==> config.mk <==
export PLATFORM = sky130hd
export DESIGN_NAME = mc_seq_ctrl
export DESIGN_NICKNAME = d
export VERILOG_FILES = /design/src/rtl/mc_ctrl_pkg.sv /design/src/rtl/mc_rst_sync.sv /design/src/rtl/mc_ctrl_next.sv /design/src/rtl/mc_ctrl_out.sv /design/src/rtl/mc_seq_ctrl.sv
export SDC_FILE = /design/constraint.sdc
export NUM_CORES = 1
export LEC_CHECK = 0
export BUFFER_PORTS_ARGS = -buffer_cell sky130_fd_sc_hd__buf_4
export CAP_MARGIN = 20
export CORE_AREA = 5 5 42 44
export DETAILED_ROUTE_END_ITERATION = 16
export DIE_AREA = 0 0 47 49
export MAX_ROUTING_LAYER = met4
export PLACE_DENSITY_LB_ADDON = 0.15
export SLEW_MARGIN = 20
export SYNTH_ARGS = -nofsm -noshare
export SYNTH_HDL_FRONTEND = slang
export SYNTH_HIERARCHICAL = 1
export SYNTH_SLANG_ARGS = --single-unit
==> constraint.sdc <==
create_clock -name clk -period 2.8 [get_ports clk]
set_clock_uncertainty 0.05 [all_clocks]
set_input_delay 0.28 -clock clk [delete_from_list [all_inputs] [get_ports clk]]
set_output_delay 0.28 -clock clk [all_outputs]
set_load 0.05 [all_outputs]
==> src/rtl/mc_ctrl_pkg.sv <==
package mc_ctrl_pkg;

  typedef enum logic [3:0] {
    ST_FETCH  = 4'd0,
    ST_DECODE = 4'd1,
    ST_ADDR   = 4'd2,
    ST_LDRD   = 4'd3,
    ST_LDWB   = 4'd4,
    ST_STWR   = 4'd5,
    ST_REXE   = 4'd6,
    ST_RWB    = 4'd7,
    ST_BRCH   = 4'd8,
    ST_JUMP   = 4'd9
  } seq_state_e;

  localparam logic [1:0] PCS_ALU  = 2'b00;
  localparam logic [1:0] PCS_HELD = 2'b01;
  localparam logic [1:0] PCS_JMP  = 2'b10;

  localparam logic [1:0] AM_ADD   = 2'b00;
  localparam logic [1:0] AM_SUB   = 2'b01;
  localparam logic [1:0] AM_FUNCT = 2'b10;

  localparam logic [1:0] BS_REG   = 2'b00;
  localparam logic [1:0] BS_FOUR  = 2'b01;
  localparam logic [1:0] BS_IMM   = 2'b10;
  localparam logic [1:0] BS_IMMSH = 2'b11;

  typedef struct packed {
    logic       pc_ld;
    logic       pc_ld_if_zero;
    logic       addr_sel_alu;
    logic       mem_rd;
    logic       mem_wr;
    logic       instr_ld;
    logic       wb_sel_mem;
    logic [1:0] pc_src;
    logic [1:0] alu_mode;
    logic       alu_a_sel;
    logic [1:0] alu_b_sel;
    logic       rf_wr;
    logic       rf_dst_sel;
  } ctrl_t;

endpackage

==> src/rtl/mc_rst_sync.sv <==
module mc_rst_sync #(
  parameter int STAGES = 2
) (
  input  logic clk,
  input  logic rst_n,
  output logic rst_sync_n
);
  logic [STAGES-1:0] chain_q;

  always_ff @(posedge clk or negedge rst_n) begin
    if (!rst_n) chain_q <= '0;
    else        chain_q <= {chain_q[STAGES-2:0], 1'b1};
  end

  assign rst_sync_n = chain_q[STAGES-1];
endmodule

==> src/rtl/mc_ctrl_next.sv <==
module mc_ctrl_next
  import mc_ctrl_pkg::*;
#(
  parameter int             OP_W     = 6,
  parameter logic [OP_W-1:0] OP_LOAD  = 6'b100011,
  parameter logic [OP_W-1:0] OP_STORE = 6'b101011,
  parameter logic [OP_W-1:0] OP_REG   = 6'b000000,
  parameter logic [OP_W-1:0] OP_BEQ   = 6'b000100,
  parameter logic [OP_W-1:0] OP_JUMP  = 6'b000010
) (
  input  seq_state_e      state_q,
  input  logic [OP_W-1:0] opcode,
  output seq_state_e      state_d
);
  always_comb begin
    state_d = ST_FETCH;
    unique case (state_q)
      ST_FETCH:  state_d = ST_DECODE;
      ST_DECODE: begin
        if (opcode == OP_LOAD || opcode == OP_STORE) state_d = ST_ADDR;
        else if (opcode == OP_REG)                   state_d = ST_REXE;
        else if (opcode == OP_BEQ)                   state_d = ST_BRCH;
        else if (opcode == OP_JUMP)                  state_d = ST_JUMP;
        else                                         state_d = ST_FETCH;
      end
      ST_ADDR: begin
        if (opcode == OP_LOAD)       state_d = ST_LDRD;
        else if (opcode == OP_STORE) state_d = ST_STWR;
        else                         state_d = ST_FETCH;
      end
      ST_LDRD:  state_d = ST_LDWB;
      ST_REXE:  state_d = ST_RWB;
      ST_LDWB, ST_STWR, ST_RWB, ST_BRCH, ST_JUMP: state_d = ST_FETCH;
      default:  state_d = ST_FETCH;
    endcase
  end
endmodule

==> src/rtl/mc_ctrl_out.sv <==
module mc_ctrl_out
  import mc_ctrl_pkg::*;
(
  input  seq_state_e state_q,
  output ctrl_t      ctrl
);
  always_comb begin
    ctrl = '0;
    case (state_q)
      ST_FETCH: begin
        ctrl.mem_rd    = 1'b1;
        ctrl.instr_ld  = 1'b1;
        ctrl.pc_ld     = 1'b1;
        ctrl.pc_src    = PCS_ALU;
        ctrl.alu_b_sel = BS_FOUR;
        ctrl.alu_mode  = AM_ADD;
      end
      ST_DECODE: begin
        ctrl.alu_b_sel = BS_IMMSH;
        ctrl.alu_mode  = AM_ADD;
      end
      ST_ADDR: begin
        ctrl.alu_a_sel = 1'b1;
        ctrl.alu_b_sel = BS_IMM;
        ctrl.alu_mode  = AM_ADD;
      end
      ST_LDRD: begin
        ctrl.mem_rd       = 1'b1;
        ctrl.addr_sel_alu = 1'b1;
      end
      ST_LDWB: begin
        ctrl.rf_wr      = 1'b1;
        ctrl.wb_sel_mem = 1'b1;
      end
      ST_STWR: begin
        ctrl.mem_wr       = 1'b1;
        ctrl.addr_sel_alu = 1'b1;
      end
      ST_REXE: begin
        ctrl.alu_a_sel = 1'b1;
        ctrl.alu_b_sel = BS_REG;
        ctrl.alu_mode  = AM_FUNCT;
      end
      ST_RWB: begin
        ctrl.rf_wr      = 1'b1;
        ctrl.rf_dst_sel = 1'b1;
      end
      ST_BRCH: begin
        ctrl.alu_a_sel     = 1'b1;
        ctrl.alu_b_sel     = BS_REG;
        ctrl.alu_mode      = AM_SUB;
        ctrl.pc_ld_if_zero = 1'b1;
        ctrl.pc_src        = PCS_HELD;
      end
      ST_JUMP: begin
        ctrl.pc_ld  = 1'b1;
        ctrl.pc_src = PCS_JMP;
      end
      default: ctrl = '0;
    endcase
  end
endmodule

==> src/rtl/mc_seq_ctrl.sv <==
module mc_seq_ctrl
  import mc_ctrl_pkg::*;
#(
  parameter int              OP_W        = 6,
  parameter int              SYNC_STAGES = 2,
  parameter logic [OP_W-1:0] OP_LOAD     = 6'b100011,
  parameter logic [OP_W-1:0] OP_STORE    = 6'b101011,
  parameter logic [OP_W-1:0] OP_REG      = 6'b000000,
  parameter logic [OP_W-1:0] OP_BEQ      = 6'b000100,
  parameter logic [OP_W-1:0] OP_JUMP     = 6'b000010
) (
  input  logic            clk,
  input  logic            rst_n,
  input  logic [OP_W-1:0] opcode,
  output logic            pc_ld,
  output logic            pc_ld_if_zero,
  output logic            addr_sel_alu,
  output logic            mem_rd,
  output logic            mem_wr,
  output logic            instr_ld,
  output logic            wb_sel_mem,
  output logic [1:0]      pc_src,
  output logic [1:0]      alu_mode,
  output logic            alu_a_sel,
  output logic [1:0]      alu_b_sel,
  output logic            rf_wr,
  output logic            rf_dst_sel
);
  logic       rst_core_n;
  seq_state_e state_q;
  seq_state_e state_d;
  ctrl_t      ctrl;

  mc_rst_sync #(.STAGES(SYNC_STAGES)) i_rst_sync (
    .clk        (clk),
    .rst_n      (rst_n),
    .rst_sync_n (rst_core_n)
  );

  mc_ctrl_next #(
    .OP_W(OP_W), .OP_LOAD(OP_LOAD), .OP_STORE(OP_STORE),
    .OP_REG(OP_REG), .OP_BEQ(OP_BEQ), .OP_JUMP(OP_JUMP)
  ) i_next (
    .state_q (state_q),
    .opcode  (opcode),
    .state_d (state_d)
  );

  // The state register is cleared asynchronously by the port reset, so fetch
  // shows at once; leaving reset waits for the synchronised release.
  always_ff @(posedge clk or negedge rst_n) begin
    if (!rst_n)           state_q <= ST_FETCH;
    else if (!rst_core_n) state_q <= ST_FETCH;
    else                  state_q <= state_d;
  end

  mc_ctrl_out i_out (
    .state_q (state_q),
    .ctrl    (ctrl)
  );

  assign pc_ld         = ctrl.pc_ld;
  assign pc_ld_if_zero = ctrl.pc_ld_if_zero;
  assign addr_sel_alu  = ctrl.addr_sel_alu;
  assign mem_rd        = ctrl.mem_rd;
  assign mem_wr        = ctrl.mem_wr;
  assign instr_ld      = ctrl.instr_ld;
  assign wb_sel_mem    = ctrl.wb_sel_mem;
  assign pc_src        = ctrl.pc_src;
  assign alu_mode      = ctrl.alu_mode;
  assign alu_a_sel     = ctrl.alu_a_sel;
  assign alu_b_sel     = ctrl.alu_b_sel;
  assign rf_wr         = ctrl.rf_wr;
  assign rf_dst_sel    = ctrl.rf_dst_sel;
endmodule

# Word level (Yosys, flattened, before mapping)
# Index checks and enable logic that the tools add are counted.
[classes] n_addsub=0 mul=0 div_mod_pow=0 n_lt_le_gt_ge=0 n_eq_ne=13 n_shift=0 n_mux=21 bitwise=0 n_reduce_logical=8
[op_table] cell="two-way mux 4 bit" n=6
[op_table] cell="case mux 4 bit (5 select lines)" n=1
[op_table] cell="== test 4 x 3 -> 1 bit (second input constant)" n=4
[op_table] cell="== test 6 bit (second input constant)" n=2
[op_table] cell="two-way mux 1 bit" n=10
[op_table] cell="== test 4 x 2 -> 1 bit (second input constant)" n=2
[op_table] cell="== test 4 bit (second input constant)" n=2
[op_table] cell="case mux 2 bit (2 select lines)" n=2
[op_table] cell="OR reduction 2 bit" n=4
[op_table] cell="== test 6 x 2 -> 1 bit (second input constant)" n=1
[op_table] cell="== test 6 x 3 -> 1 bit (second input constant)" n=1
[op_table] cell="logical NOT 6 bit" n=1
[op_table] cell="case mux 2 bit (3 select lines)" n=1
[op_table] cell="== test 4 x 1 -> 1 bit (second input constant)" n=1
[op_table] cell="logical NOT 4 bit" n=1
[op_table] cell="two-way mux 3 bit" n=1
[op_table] cell="OR reduction 3 bit" n=1
[op_table] cell="logical OR 1 bit" n=1
[word_totals] regBits=6 latchBits=0 ram_bits=0 rom_bits=0 n_memories=0

# Logic depth before layout (Yosys ltp)
# Gate-level depths: netlist (run 1).
[logic_depth] ltp_word=7 mapped_depth=4

# Hierarchy
# The synthesis (run 1) kept the hierarchy.
[modules_own_cells] module="mc_ctrl_out" n_inst=1 cells_per_inst=26 area_per_inst_um2=215.2 seq_area_each_um2=0.0
[modules_own_cells] module="mc_ctrl_next" n_inst=1 cells_per_inst=27 area_per_inst_um2=190.2 seq_area_each_um2=0.0
[modules_own_cells] module="mc_seq_ctrl" n_inst=1 cells_per_inst=8 area_per_inst_um2=125.1 seq_area_each_um2=100.1
[modules_own_cells] module="mc_rst_sync" n_inst=1 cells_per_inst=3 area_per_inst_um2=53.8 seq_area_each_um2=50.0

# Least setup slack after synthesis (run 1)
# OpenSTA, ideal clock, no wires.
[synth_timing] path_kind="register to output" from="reg state_q[1]" to="out instr_ld" t_arrival_ps=2216 t_required_ps=2470 setup_slack_ps=254 stages_incl_launch_ff=3 n_path_buf=1 cell_sequence="dfrtp_1 -> buf_6 -> nor4_1"
[synth_between] elab_chain_len=2
[synth_rtl] item="from (decl)" line="mc_seq_ctrl.sv:30" rtl="seq_state_e state_q;"
[synth_rtl] item="from (signal assigned)" line="mc_seq_ctrl.sv:54" rtl="else state_q <= state_d;"
[synth_rtl] item="logical NOT 4 bit" line="mc_ctrl_out.sv:9" rtl="case (state_q)"
[synth_rtl] item="two-way mux 1 bit" line="mc_ctrl_out.sv:9"
[synth_rtl] item="to (decl)" line="mc_seq_ctrl.sv:20" rtl="output logic instr_ld,"
# Every way passes these cells.

# Worst setup path in the final report (run 1)
[layout_timing] from="reg state_q[3]" to="out alu_a_sel"
[layout_between] elab_chain_len=3 elab_cells_between_ends=5 classes_between="eq/ne: 3; mux: 1; reduce/logical: 1"
[layout_rtl] item="== test 4 x 3 -> 1 bit, or another cell as far along" line="mc_ctrl_out.sv:9"
[layout_rtl] item="OR reduction 3 bit (no line) *"
[layout_rtl] item="two-way mux 1 bit *" line="mc_ctrl_out.sv:9"
[layout_rtl] item="to (decl)" line="mc_seq_ctrl.sv:24" rtl="output logic alu_a_sel,"
# Mark *: on every way between the ends. The rest lies on a longest branch, timed or not.

==> results of run 1 <==
## repair_timing
action,CTS,global route
endpoints found under the hold margin,6,0
resized for setup,0,0
hold buffers,1,0
## worst paths after layout
kind / startpoint / slack (ps) / endpoint / cells past startpoint
worst max-delay path: state_q[3] / 800 / alu_a_sel / 3
worst min-delay path: i_rst_sync/chain_q[0] / 310 / i_rst_sync/chain_q[1] / 0
worst max register to register: state_q[0] / 1280 / state_q[3] / 4
worst min register to register: i_rst_sync/chain_q[0] / 310 / i_rst_sync/chain_q[1] / 0
max in group asynchronous: rst_n / 2250 / state_q[3] / 2
min in group asynchronous: rst_n / 340 / state_q[2] / 2
## flip-flops by register name (all words and copies together), names as in the netlist
signal and cells:
i_rst_sync/chain_q 2, state_q 4
## routing by layer
metal	up-vias	wire length (um)	part of all wire, %	global-route usage [%]
met5	-	0	0	-
met4	0	0	0	1.38
met3	0	106	9.0	4.43
met2	16	532	45	15.4
met1	227	543	46	16.6
li1	274	-	-	-
## cell families (layout without fill, tap and decap cells)
group | after synthesis | count (layout) | synth area share, %
and+or+nand+nor | 36 | 36 | 46.9
buffers and inverters | 7 | 28 | 9.21
AOI/OAI and AO/OA | 11 | 11 | 11.8
xor gates and xnor gates | 3 | 3 | 5.78
other | 1 | 1 | 0.642
DFF | 6 | 6 | 25.7
## final cells by class
type                    instances  area, um^2
fillers                       153         642
multi-input cells              51         380
flip-flops and latches          6         150
inverters                       1        3.75
repair buffers                 24         183
clock buffers                   3        22.5
well taps                      16        20.0
## placed cells by master (no fill, tap or decap), types with 2 or more instances in the layout
cell type	synthesis	routed
sky130_fd_sc_hd__clkbuf_4	0	3
sky130_fd_sc_hd__o21ai_0	2	2
sky130_fd_sc_hd__nor3_1	7	7
sky130_fd_sc_hd__and2_1	4	4
sky130_fd_sc_hd__nand2b_1	3	3
sky130_fd_sc_hd__nor3b_2	2	2
sky130_fd_sc_hd__a21oi_1	4	4
sky130_fd_sc_hd__nor2_1	4	4
sky130_fd_sc_hd__buf_4	3	23
sky130_fd_sc_hd__nor3b_1	4	4
sky130_fd_sc_hd__dfrtp_1	6	6
## where the power goes
part	switching [mW]	internal [mW]
combinational	0.0373	0.0267
clock	0.0263	0.0482
sequential	0.00756	0.0897
## critical path: stages, from the launching register on
cell	delay, ps
sky130_fd_sc_hd__dfrtp_1	680
sky130_fd_sc_hd__nor4b_2	410
sky130_fd_sc_hd__or2_1	160
sky130_fd_sc_hd__buf_4	190
## metrics by stage
stage | power, mW | std cells | hold slack [ps] | worst slack, ps | util (%)
global route | 0.254 | 101 | 328 | 592 | 54.2
CTS | 0.240 | 101 | 323 | 776 | 54.2
floorplan | 0.139 | 64 | -65.6 | 254 | -
global placement | 0.161 | 97 | 38.6 | 1070 | 51.9
detailed placement | 0.162 | 97 | 38.6 | 1030 | 51.9
finish | 0.236 | 101 | 312 | 803 | 54.2
==> impl_summary.md, run 1 <==
Critical path
STA classifies the critical path endpoint as a primary output. The class of the most critical setup path is flip-flop to primary output. The worst setup path is launched from a flip-flop.

STA puts the critical path data arrival time at 1670 ps. In this run the worst path has a maximum fanout of 15. Data on the critical path is required at its endpoint by 2470 ps.

Logic synthesis
By instance count, the leading cell after synthesis is sky130_fd_sc_hd__nor3_1. Of all cell types, the one taking the most synthesized area is sky130_fd_sc_hd__dfrtp_1. The part of the Yosys area used for sequential elements is 25.7%.

For this run, asynchronously set or reset flops after synthesis account for 100%. For this run, the leading register cell type out of synthesis is sky130_fd_sc_hd__dfrtp_1. Counting every net in the synthesized netlist gives 72.

The yosys synthesis warning count is 6. Summed over its instances, the top area cell type makes up 25.7% of the synthesized netlist area. By area the synthesized netlist is led by sky130_fd_sc_hd__dfrtp_1, sky130_fd_sc_hd__nor3_1, sky130_fd_sc_hd__nor3b_1. In the synthesized netlist, the cells that appear most often are sky130_fd_sc_hd__nor3_1, sky130_fd_sc_hd__dfrtp_1. The instance count of the mapped netlist is 64.

The number of unique standard cell types used by synthesis is 34. Summing every instance area after synthesis gives 584 um^2. The synthesis-stage register bit count is 6. A synthesized cell averages 9.13 um^2. The synthesized design contains 0 enable-type register cells.

Detailed routing
After detailed routing, the average wire length per cell comes to 11.7 um. The remaining routing DRC violations is 0. For this block, the routed nets add up to 1.18 mm of wire. The number of detailed-routing iterations run before antenna repair is 2. The number of violations reported at the end of detailed-routing iteration 0 is 5.

The average vias per placed instance is 5.12. The via count is 517. In this run the remaining antenna-violating nets after routing total 0.

Flow run
The tool flagged a number of max-cap violations equal to 0.

CTS
The maximum buffer depth of the clock tree is 2. Once the clock tree was built, the setup fixing pass inserted 0 buffers. In this run, CTS created clock tree buffers numbering 3.

The clock network latency to the later pin of the worst-skew pair is 230 ps. TritonCTS built the clock tree. The cell sitting at the root of the clock tree is a sky130_fd_sc_hd__clkbuf_4.

The number of sinks handled by clock tree synthesis is 6. After clock tree synthesis, the clock-pin slew on the worst setup and hold paths is 40 ps. In this run the number of H-tree levels came out at 1.

Timing
The routed design could run at a clock period as short as 2000 ps. The number of hold violations in the final report is 0. Setup repair after global routing left no endpoint under its margin. The maximum clock frequency is 0.501 GHz. The final cycle utilization of the critical path is 71.3%.

The relative max-transition margin is 55.9%. Setup violations remaining at the end of the flow were counted as 0. The summed negative setup slack over all endpoints is 0 ps. The number of slew-limit violations in the final report is 0. At the pin with the least slew margin, the transition time is 661 ps.

Final layout
The area added between synthesis and finish is 30.0%. 0 antenna diodes ended up in the layout. In the final design database the tool counted 95 nets. The final design instance area without fill is 759 um^2. In the final layout, the share of cells above drive strength 1 is 40.0%.

Power
The peak ir drop on the vdd network is 0.394 mV. Summed over all cells, the static leakage comes to 0.331 nW. The cell area power density is 310 mW/mm^2.

Global routing
The number of antenna violations at the first check in global routing came to 0. Across every metal layer, demand over resource in global routing totals 11.4%. The number of global-route vias before repair is 442. The wire length of the first global-routing pass is 1.97 mm. The pin count of the biggest net entering global routing is 21. The remaining global-route overflow is 0.

Floorplanning
The height of the chip is 49 um. In this run the horizontal extent of the chip is 47 um. Once the floorplan was initialized, standard cells occupied 41.7% of the core. During I/O placement, the number of pins put on the boundary was 24. After floorplanning, the core was sized to cover 0.00140 mm^2.

The die area is 0.00230 mm^2. The number of core rows is 14.

Hold path
The path class of the tightest hold or removal check is flip-flop to flip-flop.

Place
The quantity of I/O buffers inserted on ports is 23. After detailed placement, the total cell area comes to 727 um^2. The weighted congestion reported at the end of routability-driven placement is 0.753.

The HPWL after detailed placement is 866 um.

Outcome
The flow ran to the end, and the final reports show no timing, DRC or antenna violations.
(Power assumes the default switching activity.)
==> run 2: changes to the inputs <==
--- a/config.mk
+++ b/config.mk
@@ -5,11 +5,12 @@
 export SDC_FILE = /design/constraint.sdc
 export NUM_CORES = 1
 export LEC_CHECK = 0
+export ABC_AREA = 1
 export BUFFER_PORTS_ARGS = -buffer_cell sky130_fd_sc_hd__buf_4
 export CAP_MARGIN = 20
-export CORE_AREA = 5 5 42 44
+export CORE_MARGIN = 5
+export CORE_UTILIZATION = 41
 export DETAILED_ROUTE_END_ITERATION = 16
-export DIE_AREA = 0 0 47 49
 export MAX_ROUTING_LAYER = met4
 export PLACE_DENSITY_LB_ADDON = 0.15
 export SLEW_MARGIN = 20
==> constraint.sdc (replaced) <==
create_clock -name clk -period 1.8 [get_ports clk]
set_clock_uncertainty 0.05 [all_clocks]
set_input_delay 0.18 -clock clk [delete_from_list [all_inputs] [get_ports clk]]
set_output_delay 0.18 -clock clk [all_outputs]
set_load 0.05 [all_outputs]
==> run 2 against run 1 <==
Sequential share of layout area fell by 0.35 points. Critical path depth is 1 higher. Via count increased by 19%. Sequential power up 50%. Critical path type unchanged. Global-route usage rose by 1.5 points.
==> impl_summary.md, run 2 <==
Detailed routing
The number of detailed-routing iterations run before antenna repair is 4 (was 2). The via count is 613 (was 517). The average wire per standard cell is 8.43 um (was 11.7 um). The total length of routed wires is 1.19 mm (was 1.18 mm). The remaining routing DRC violations is 0 (unchanged). The number of violations reported at the end of detailed-routing iteration 0 is 10 (was 5). The average vias per placed instance is 4.35 (was 5.12). The count of nets left with antenna violations after detail routing was 0 (unchanged).

Logic synthesis
The number of unique standard cell types used by synthesis is 13 (was 34). The instance count of the mapped netlist came to 101 (was 64). The post-synthesis average cell area was 5.59 um^2 (was 9.13 um^2). The primary flip-flop cell chosen by synthesis mapping was sky130_fd_sc_hd__dfrtp_1 (unchanged). The yosys synthesis warning count was 6 (unchanged). Most frequent cells after synthesis: sky130_fd_sc_hd__nand2_1, sky130_fd_sc_hd__inv_1, sky130_fd_sc_hd__nor2_1 (was sky130_fd_sc_hd__nor3_1, sky130_fd_sc_hd__dfrtp_1).

The net count of the mapped netlist is 109 (was 72). The proportion of netlist area held by the largest area contributor was 26.6% (was 25.7%). The part of the Yosys area used for sequential elements is 26.6% (was 25.7%).

The synthesis-stage register bit count is 6 (unchanged). The number of flops mapped to enable cells by yosys was 0 (unchanged). The async set or reset register ratio after synthesis came to 100% (unchanged). The leading cell type by number of instances after synthesis is sky130_fd_sc_hd__nand2_1 (was sky130_fd_sc_hd__nor3_1). The area of the mapped netlist was 564 um^2 (was 584 um^2). Cells taking the most area after synthesis: sky130_fd_sc_hd__dfrtp_1, sky130_fd_sc_hd__nand2_1, sky130_fd_sc_hd__inv_1 (was sky130_fd_sc_hd__dfrtp_1, sky130_fd_sc_hd__nor3_1, sky130_fd_sc_hd__nor3b_1).

The top cell type by total area after synthesis is sky130_fd_sc_hd__dfrtp_1 (unchanged).

Final layout
The area of all sequential standard cells is 150 um^2 (unchanged). The core utilization of the finished layout came to 59.4% (was 54.2%). The top register by number of flip-flops is state_q (unchanged).

The number of flip-flops under the largest register name is 4 (unchanged). The filler cell count was 137 (was 153). The most common cell after layout, fill and taps aside is sky130_fd_sc_hd__nand2_1 (was sky130_fd_sc_hd__buf_4). Commonest cells after routing, fill and taps aside: sky130_fd_sc_hd__nand2_1, sky130_fd_sc_hd__buf_4, sky130_fd_sc_hd__inv_1, sky130_fd_sc_hd__nor2_1, sky130_fd_sc_hd__nand3_1 (was sky130_fd_sc_hd__buf_4, sky130_fd_sc_hd__nor3_1, sky130_fd_sc_hd__dfrtp_1). The area added between synthesis and finish is 37.0% (was 30.0%). Biggest registers after layout: state_q (4), i_rst_sync/chain_q (2) (unchanged). The number of antenna repair diodes is 0 (unchanged). The fraction of final layout cells with drive strength greater than 1 is 30.2% (was 40.0%).

The post-layout net count came to 136 (was 95). The area of combinational cells with multiple inputs is 309 um^2 (was 380 um^2).

CTS
The clock root buffer was sky130_fd_sc_hd__clkbuf_4 (unchanged). The maximum buffer depth of the clock tree is 2 (unchanged). The clock network latency to the later pin of the worst-skew pair is 240 ps (was 230 ps). The clock tree from TritonCTS was yes (unchanged). The count of H-tree levels built during CTS is 1 (unchanged). The total CTS buffers is 3 (unchanged). The post-cts resize count is 0 (unchanged). The number of sinks handled by clock tree synthesis came to 6 (unchanged). The clock transition at the registers of the reported paths came to 40 ps (about the same).

Floorplanning
The initial core utilization was 43.4% (was 41.7%). The number of I/O pins came to 24 (unchanged). The chip width is 47.1 um (was 47 um).

The die area was 0.00222 mm^2 (was 0.00230 mm^2). The height of the chip was 47.1 um (was 49 um). The number of core rows came to 13 (was 14). The standard cell core area is 0.00130 mm^2 (was 0.00140 mm^2).

Critical path
The slack of the worst reg-to-reg path is 610 ps (was 1280 ps). The worst-case reg-to-reg path depth was 7 (was 4). The highest net fanout along the worst path is 8 (was 15). The required time at the endpoint of the critical path is 1570 ps (was 2470 ps). The reg-to-reg critical path startpoint is state_q[1] (was state_q[0]). The destination of the worst register-to-register timing path is state_q[2] (was state_q[3]). The endpoint class of the critical path is a primary output (unchanged). The class of the most critical setup path is flip-flop to primary output (unchanged). The element type at the critical path start is a flip-flop (unchanged).

The arrival time at the worst endpoint is 1360 ps (was 1670 ps).

Place
The setup slack after placement was 471 ps (was 1030 ps). The weighted congestion reported at the end of routability-driven placement is 0.775 (was 0.753). The HPWL after detailed placement was 992 um (was 866 um). The quantity of I/O buffers inserted on ports is 23 (unchanged).

Global routing
The number of global-route vias before repair is 511 (was 442). The aggregate global-route resource usage is 12.9% (was 11.4%). The wire length of the first global-routing pass came to 1.97 mm (about the same). The global routing usage on met3 is 2.30% (was 4.43%). The global routing usage on met2 is 16.8% (was 15.4%).

The met1 usage in global routing is 17.9% (was 16.6%). The number of antenna violations at the first check in global routing was 0 (unchanged). The layer with the highest usage is met1 (unchanged). The remaining global-route overflow is 0 (unchanged). The pin count of the biggest net entering global routing is 10 (was 21).

Timing
Static timing analysis puts the maximum clock frequency at 0.631 GHz. The final-layout worst hold slack is 237 ps (was 312 ps). The summed negative setup slack over all endpoints is 0 ps (unchanged). After layout, the minimum clock period comes to 1590 ps.

The total setup violations reported at the end of the flow is 0 (unchanged). Setup repair after global routing missed its margin: false (unchanged). The number of slew-limit violations in the final report is 0 (unchanged).

Of the available clock period, the critical path in the final layout requires 88.1%. The number of hold violations in the final report is 0 (unchanged). The post-layout worst setup margin is 214 ps (was 803 ps).

Flow run
The max-capacitance violation count came to 0 (unchanged).

Power
The cell area power density is 491 mW/mm^2 (was 310 mW/mm^2). The leakage power is 0.496 nW (was 0.331 nW). The peak ir drop on the vdd network is 0.400 mV (was 0.394 mV).

Hold path
The type of the most critical hold path is input port to asynchronous set/reset pin (was flip-flop to flip-flop).

Outcome
Run status: finished clean (unchanged).
run 2: cell types whose count changed in the layout (fill, tap and decap cells not counted), sizes merged, moves of 2 or more:
cell / delta
nor3: -8
o21ai: -2
and2: -5
nand4: +4
nand3: +7
inv: +23
nand2b: -4
nor3b: -6
nor4b: -2
a21oi: -4
nand2: +35
nor2: +15
xor2: -2
run 2: cells by family after synthesis:
| kind of cell | Yosys count | share of synthesized area [%] |
|---|---|---|
| buffers and inverters | 26 | 18.6 |
| flip-flops | 6 | 26.6 |
| other | 1 | 0.665 |
| AND/OR/NAND/NOR | 68 | 54.1 |
run 2: power by group:
group / switching (mW) / total [mW] / internal, mW
combinational: 0.0766 / 0.116 / 0.0397
sequential: 0.00632 / 0.146 / 0.140
clock: 0.0425 / 0.117 / 0.0750
total: 0.125 / 0.380 / 0.254
run 2: area by class of cell:
class	instances	share of cell area, %
multi-input combinational	69	40.0
timing repair buffer	24	23.6
sequential	6	19.4
inverter	24	11.7
clock buffer	3	2.91
tap	15	2.43
run 2: worst max-delay path, cell delays in order (launching register included):
cell and delay (ps):
sky130_fd_sc_hd__dfrtp_1 470, sky130_fd_sc_hd__nor2_1 260, sky130_fd_sc_hd__nand2_1 100, sky130_fd_sc_hd__inv_1 90
sky130_fd_sc_hd__buf_4 200
run 2: timing repair:
action | in CTS | in global routing
endpoints found under the hold margin | 6 | 0
hold buffers | 1 | 0
setup buffers | 0 | 0
run 2: metal layers:
metal  up-vias  wire length [um]
li1        348                 -
met1       252               582
met2        13               534
met3         0                72
met4         0                 0
met5         -                 0
run 2: how the worst max path moves through the flow:
stage	endpoint	startpoint	slack, ps	cells after the start
3_5_place_dp	pc_ld_if_zero	state_q[0]	470	4
2_1_floorplan	wb_sel_mem	state_q[0]	200	3
3_3_place_gp	mem_rd	state_q[2]	490	4
6_report	alu_mode[0]	state_q[0]	210	4
4_1_cts	pc_ld_if_zero	state_q[0]	210	4
5_1_grt	alu_b_sel[1]	state_q[1]	90	5
run 2: metrics by stage:
step           cell area, um^2  power [mW]  cells
2_1_floorplan              564       0.222    101
3_3_place_gp               741       0.262    137
3_5_place_dp               741       0.263    137
4_1_cts                    773       0.388    141
5_1_grt                    773       0.413    141
6_report                   773       0.380    141
==> run 3: changes to the inputs <==
--- a/config.mk
+++ b/config.mk
@@ -5,7 +5,6 @@
 export SDC_FILE = /design/constraint.sdc
 export NUM_CORES = 1
 export LEC_CHECK = 0
-export ABC_AREA = 1
 export BUFFER_PORTS_ARGS = -buffer_cell sky130_fd_sc_hd__buf_4
 export CAP_MARGIN = 20
 export CORE_MARGIN = 5
==> run 3 against run 2 <==
Routed wire length up 17%. Total power rose by 6.1%. Combinational power increased by 3%. Setup slack got worse by 130 ps. Critical endpoint is now alu_a_sel. Largest cell class unchanged. Core utilization up 9.4 points. Register-to-register slack worse by 260 ps. Clock power grew 16%. Global-route usage up 1.1 points.
==> impl_summary.md, run 3 (synthesis results as in run 1) <==
Power
The peak ir drop on the vdd network came to 0.531 mV (was 0.400 mV). The cell area power density is 444 mW/mm^2 (was 491 mW/mm^2). The leakage power is 0.397 nW (was 0.496 nW). The sequential cell fraction of total power came to 36.5% (was 38.5%). The switching part of the total power is 31.2% (was 33.0%). The fraction of power consumed by combinational cells came to 29.9% (was 30.6%).

The cell-internal power is 277 uW (was 254 uW). The clock network power share is 33.7% (was 30.9%). The net switching power is 126 uW (was 125 uW).

Detailed routing
The count of nets left with antenna violations after detail routing is 0 (unchanged). The total length of routed wires is 1.39 mm (was 1.19 mm). The number of detailed-routing iterations run before antenna repair is 4 (unchanged). The remaining routing DRC violations was 0 (unchanged). The average wire per standard cell is 12.4 um (was 8.43 um). The average vias per placed instance was 5.20 (was 4.35).

The number of violations reported at the end of detailed-routing iteration 0 is 9 (was 10). The via count came to 582 (was 613).

Timing
Setup repair after global routing missed its margin: false (unchanged). The final cycle utilization of the critical path came to 95.5% (was 88.1%). The summed negative setup slack over all endpoints is 0 ps (unchanged). The maximum clock frequency was 0.582 GHz (was 0.631 GHz).

The number of hold violations in the final report is 0 (unchanged). The number of slew-limit violations in the final report is 0 (unchanged). The final critical path time including I/O delays and setup is 1720 ps (was 1590 ps). The total setup violations reported at the end of the flow was 0 (unchanged).

Floorplanning
The chip width is 47.8 um (was 47.1 um). The die area is 0.00228 mm^2 (was 0.00222 mm^2). The initial core utilization is 44.3% (was 43.4%). The number of I/O pins came to 24 (unchanged). The standard cell core area is 0.00132 mm^2 (was 0.00130 mm^2). The number of core rows is 13 (unchanged). The height of the chip is 47.8 um (was 47.1 um).

Outcome
Run status: finished clean (unchanged).

CTS
The clock root buffer is sky130_fd_sc_hd__clkbuf_4 (unchanged). The maximum buffer depth of the clock tree is 2 (unchanged). The clock network latency to the later pin of the worst-skew pair came to 250 ps (was 240 ps). The clock transition at the registers of the reported paths is 50 ps (was 40 ps). The count of H-tree levels built during CTS is 1 (unchanged). The total CTS buffers is 3 (unchanged). The number of sinks handled by clock tree synthesis was 6 (unchanged). The clock tree from TritonCTS is yes (unchanged).

Final layout
The area added between synthesis and finish is 55.2% (was 37.0%). The top register by number of flip-flops is state_q (unchanged). Biggest registers after layout: state_q (4), i_rst_sync/chain_q (2) (unchanged). The area of combinational cells with multiple inputs came to 423 um^2 (was 309 um^2). The fraction of final layout cells with drive strength greater than 1 is 57.7% (was 30.2%). The area of all sequential standard cells is 158 um^2 (was 150 um^2). The number of antenna repair diodes is 0 (unchanged). The number of flip-flops under the largest register name is 4 (unchanged).

The most common cell after layout, fill and taps aside is sky130_fd_sc_hd__buf_4 (was sky130_fd_sc_hd__nand2_1). The final design instance area without fill was 907 um^2 (was 773 um^2). The post-layout net count is 106 (was 136). The filler cell count came to 102 (was 137).

Critical path
The class of the most critical setup path is flip-flop to primary output (unchanged). The worst-case reg-to-reg path depth is 5 (was 7). The reg-to-reg critical path startpoint was state_q[1] (unchanged). The element type at the critical path start is a flip-flop (unchanged). The arrival time at the worst endpoint is 1490 ps (was 1360 ps).

The slack of the worst reg-to-reg path is 350 ps (was 610 ps). The required time at the endpoint of the critical path is 1570 ps (about the same). The endpoint class of the critical path is a primary output (unchanged). The highest net fanout along the worst path was 6 (was 8). The destination of the worst register-to-register timing path is state_q[1] (was state_q[2]).

Global routing
The wire length of the first global-routing pass is 2.09 mm (was 1.97 mm). The number of global-route vias before repair is 491 (was 511). The number of antenna violations at the first check in global routing is 0 (unchanged). The remaining global-route overflow was 0 (unchanged).

The aggregate global-route resource usage is 14.0% (was 12.9%). The pin count of the biggest net entering global routing was 16 (was 10).

Hold path
The type of the most critical hold path is input port to asynchronous set/reset pin (unchanged).

Place
The weighted congestion reported at the end of routability-driven placement is 0.731 (was 0.775). The area of placed instances came to 807 um^2 (was 741 um^2). The HPWL after detailed placement was 972 um (was 992 um).

The quantity of I/O buffers inserted on ports is 23 (unchanged).

Flow run
The max-capacitance violation count is 0 (unchanged).
run 3: cell types whose count changed in the layout (fill, tap and decap cells not counted), sizes merged, moves of 6 or more:
| cell | delta |
|---|---|
| nor3b | +6 |
| nand3 | -7 |
| nor3 | +8 |
| inv | -23 |
| nand2 | -35 |
| nor2 | -15 |
| buf | +11 |
run 3: metrics by stage:
step	instances	util (%)	power (mW)	hold WS [ps]	setup slack, ps
final	112	68.9	0.403	235	80.6
after global routing	112	68.9	0.435	246	1.63
after CTS	106	64.2	0.402	199	30.4
after detailed placement	101	61.3	0.258	-63.9	212
after global placement	101	61.3	0.258	-64.4	257
after floorplan	64	-	0.221	-166	-236
run 3: worst max-delay path by stage:
stage / start / end / slack (ps) / cells past startpoint
floorplan: state_q[1] / alu_b_sel[0] / -240 / 2
global placement: state_q[0] / pc_ld / 260 / 4
detailed placement: state_q[1] / alu_a_sel / 210 / 3
CTS: state_q[2] / alu_a_sel / 30 / 3
global route: state_q[1] / alu_a_sel / 2 / 3
finish: state_q[1] / alu_a_sel / 80 / 4
run 3: metal layers:
| layer | vias to the layer above | global-route usage, % | wire [um] |
|---|---|---|---|
| met1 | 265 | 17.1 | 564 |
| met2 | 19 | 20.1 | 681 |
| met5 | - | - | 0 |
| met4 | 0 | 11.3 | 42 |
| met3 | 4 | 2.26 | 101 |
| li1 | 294 | - | - |
run 3: worst max-delay path, cell delays in order (launching register included):
cell	delay [ps]
sky130_fd_sc_hd__dfrtp_4	520
sky130_fd_sc_hd__buf_4	160
sky130_fd_sc_hd__nor3b_1	130
sky130_fd_sc_hd__or2_4	240
sky130_fd_sc_hd__buf_4	190
run 3: layout make-up:
| class | instances | area share [%] |
|---|---|---|
| Clock buffer | 4 | 2.90 |
| Inverter | 1 | 0.414 |
| Multi-Input combinational cell | 51 | 46.6 |
| Sequential cell | 6 | 17.4 |
| Tap cell | 15 | 2.07 |
| Timing Repair Buffer | 35 | 30.6 |
run 3: power by group through the flow:
stage | sequential [mW] | combinational, mW | clock, mW
floorplan | 0.147 | 0.0735 | 0
global route | 0.148 | 0.130 | 0.157
CTS | 0.151 | 0.108 | 0.143
global placement | 0.152 | 0.106 | 0
finish | 0.147 | 0.120 | 0.136
detailed placement | 0.152 | 0.106 | 0
run 3: repair_timing:
item                                    4_1_cts  5_1_grt
resized for setup                             2        2
endpoints found under the hold margin         6        0
pin swaps                                     0        1
buffers inserted                              0        6
hold buffers                                  1        0
endpoints found under the setup margin        7        1
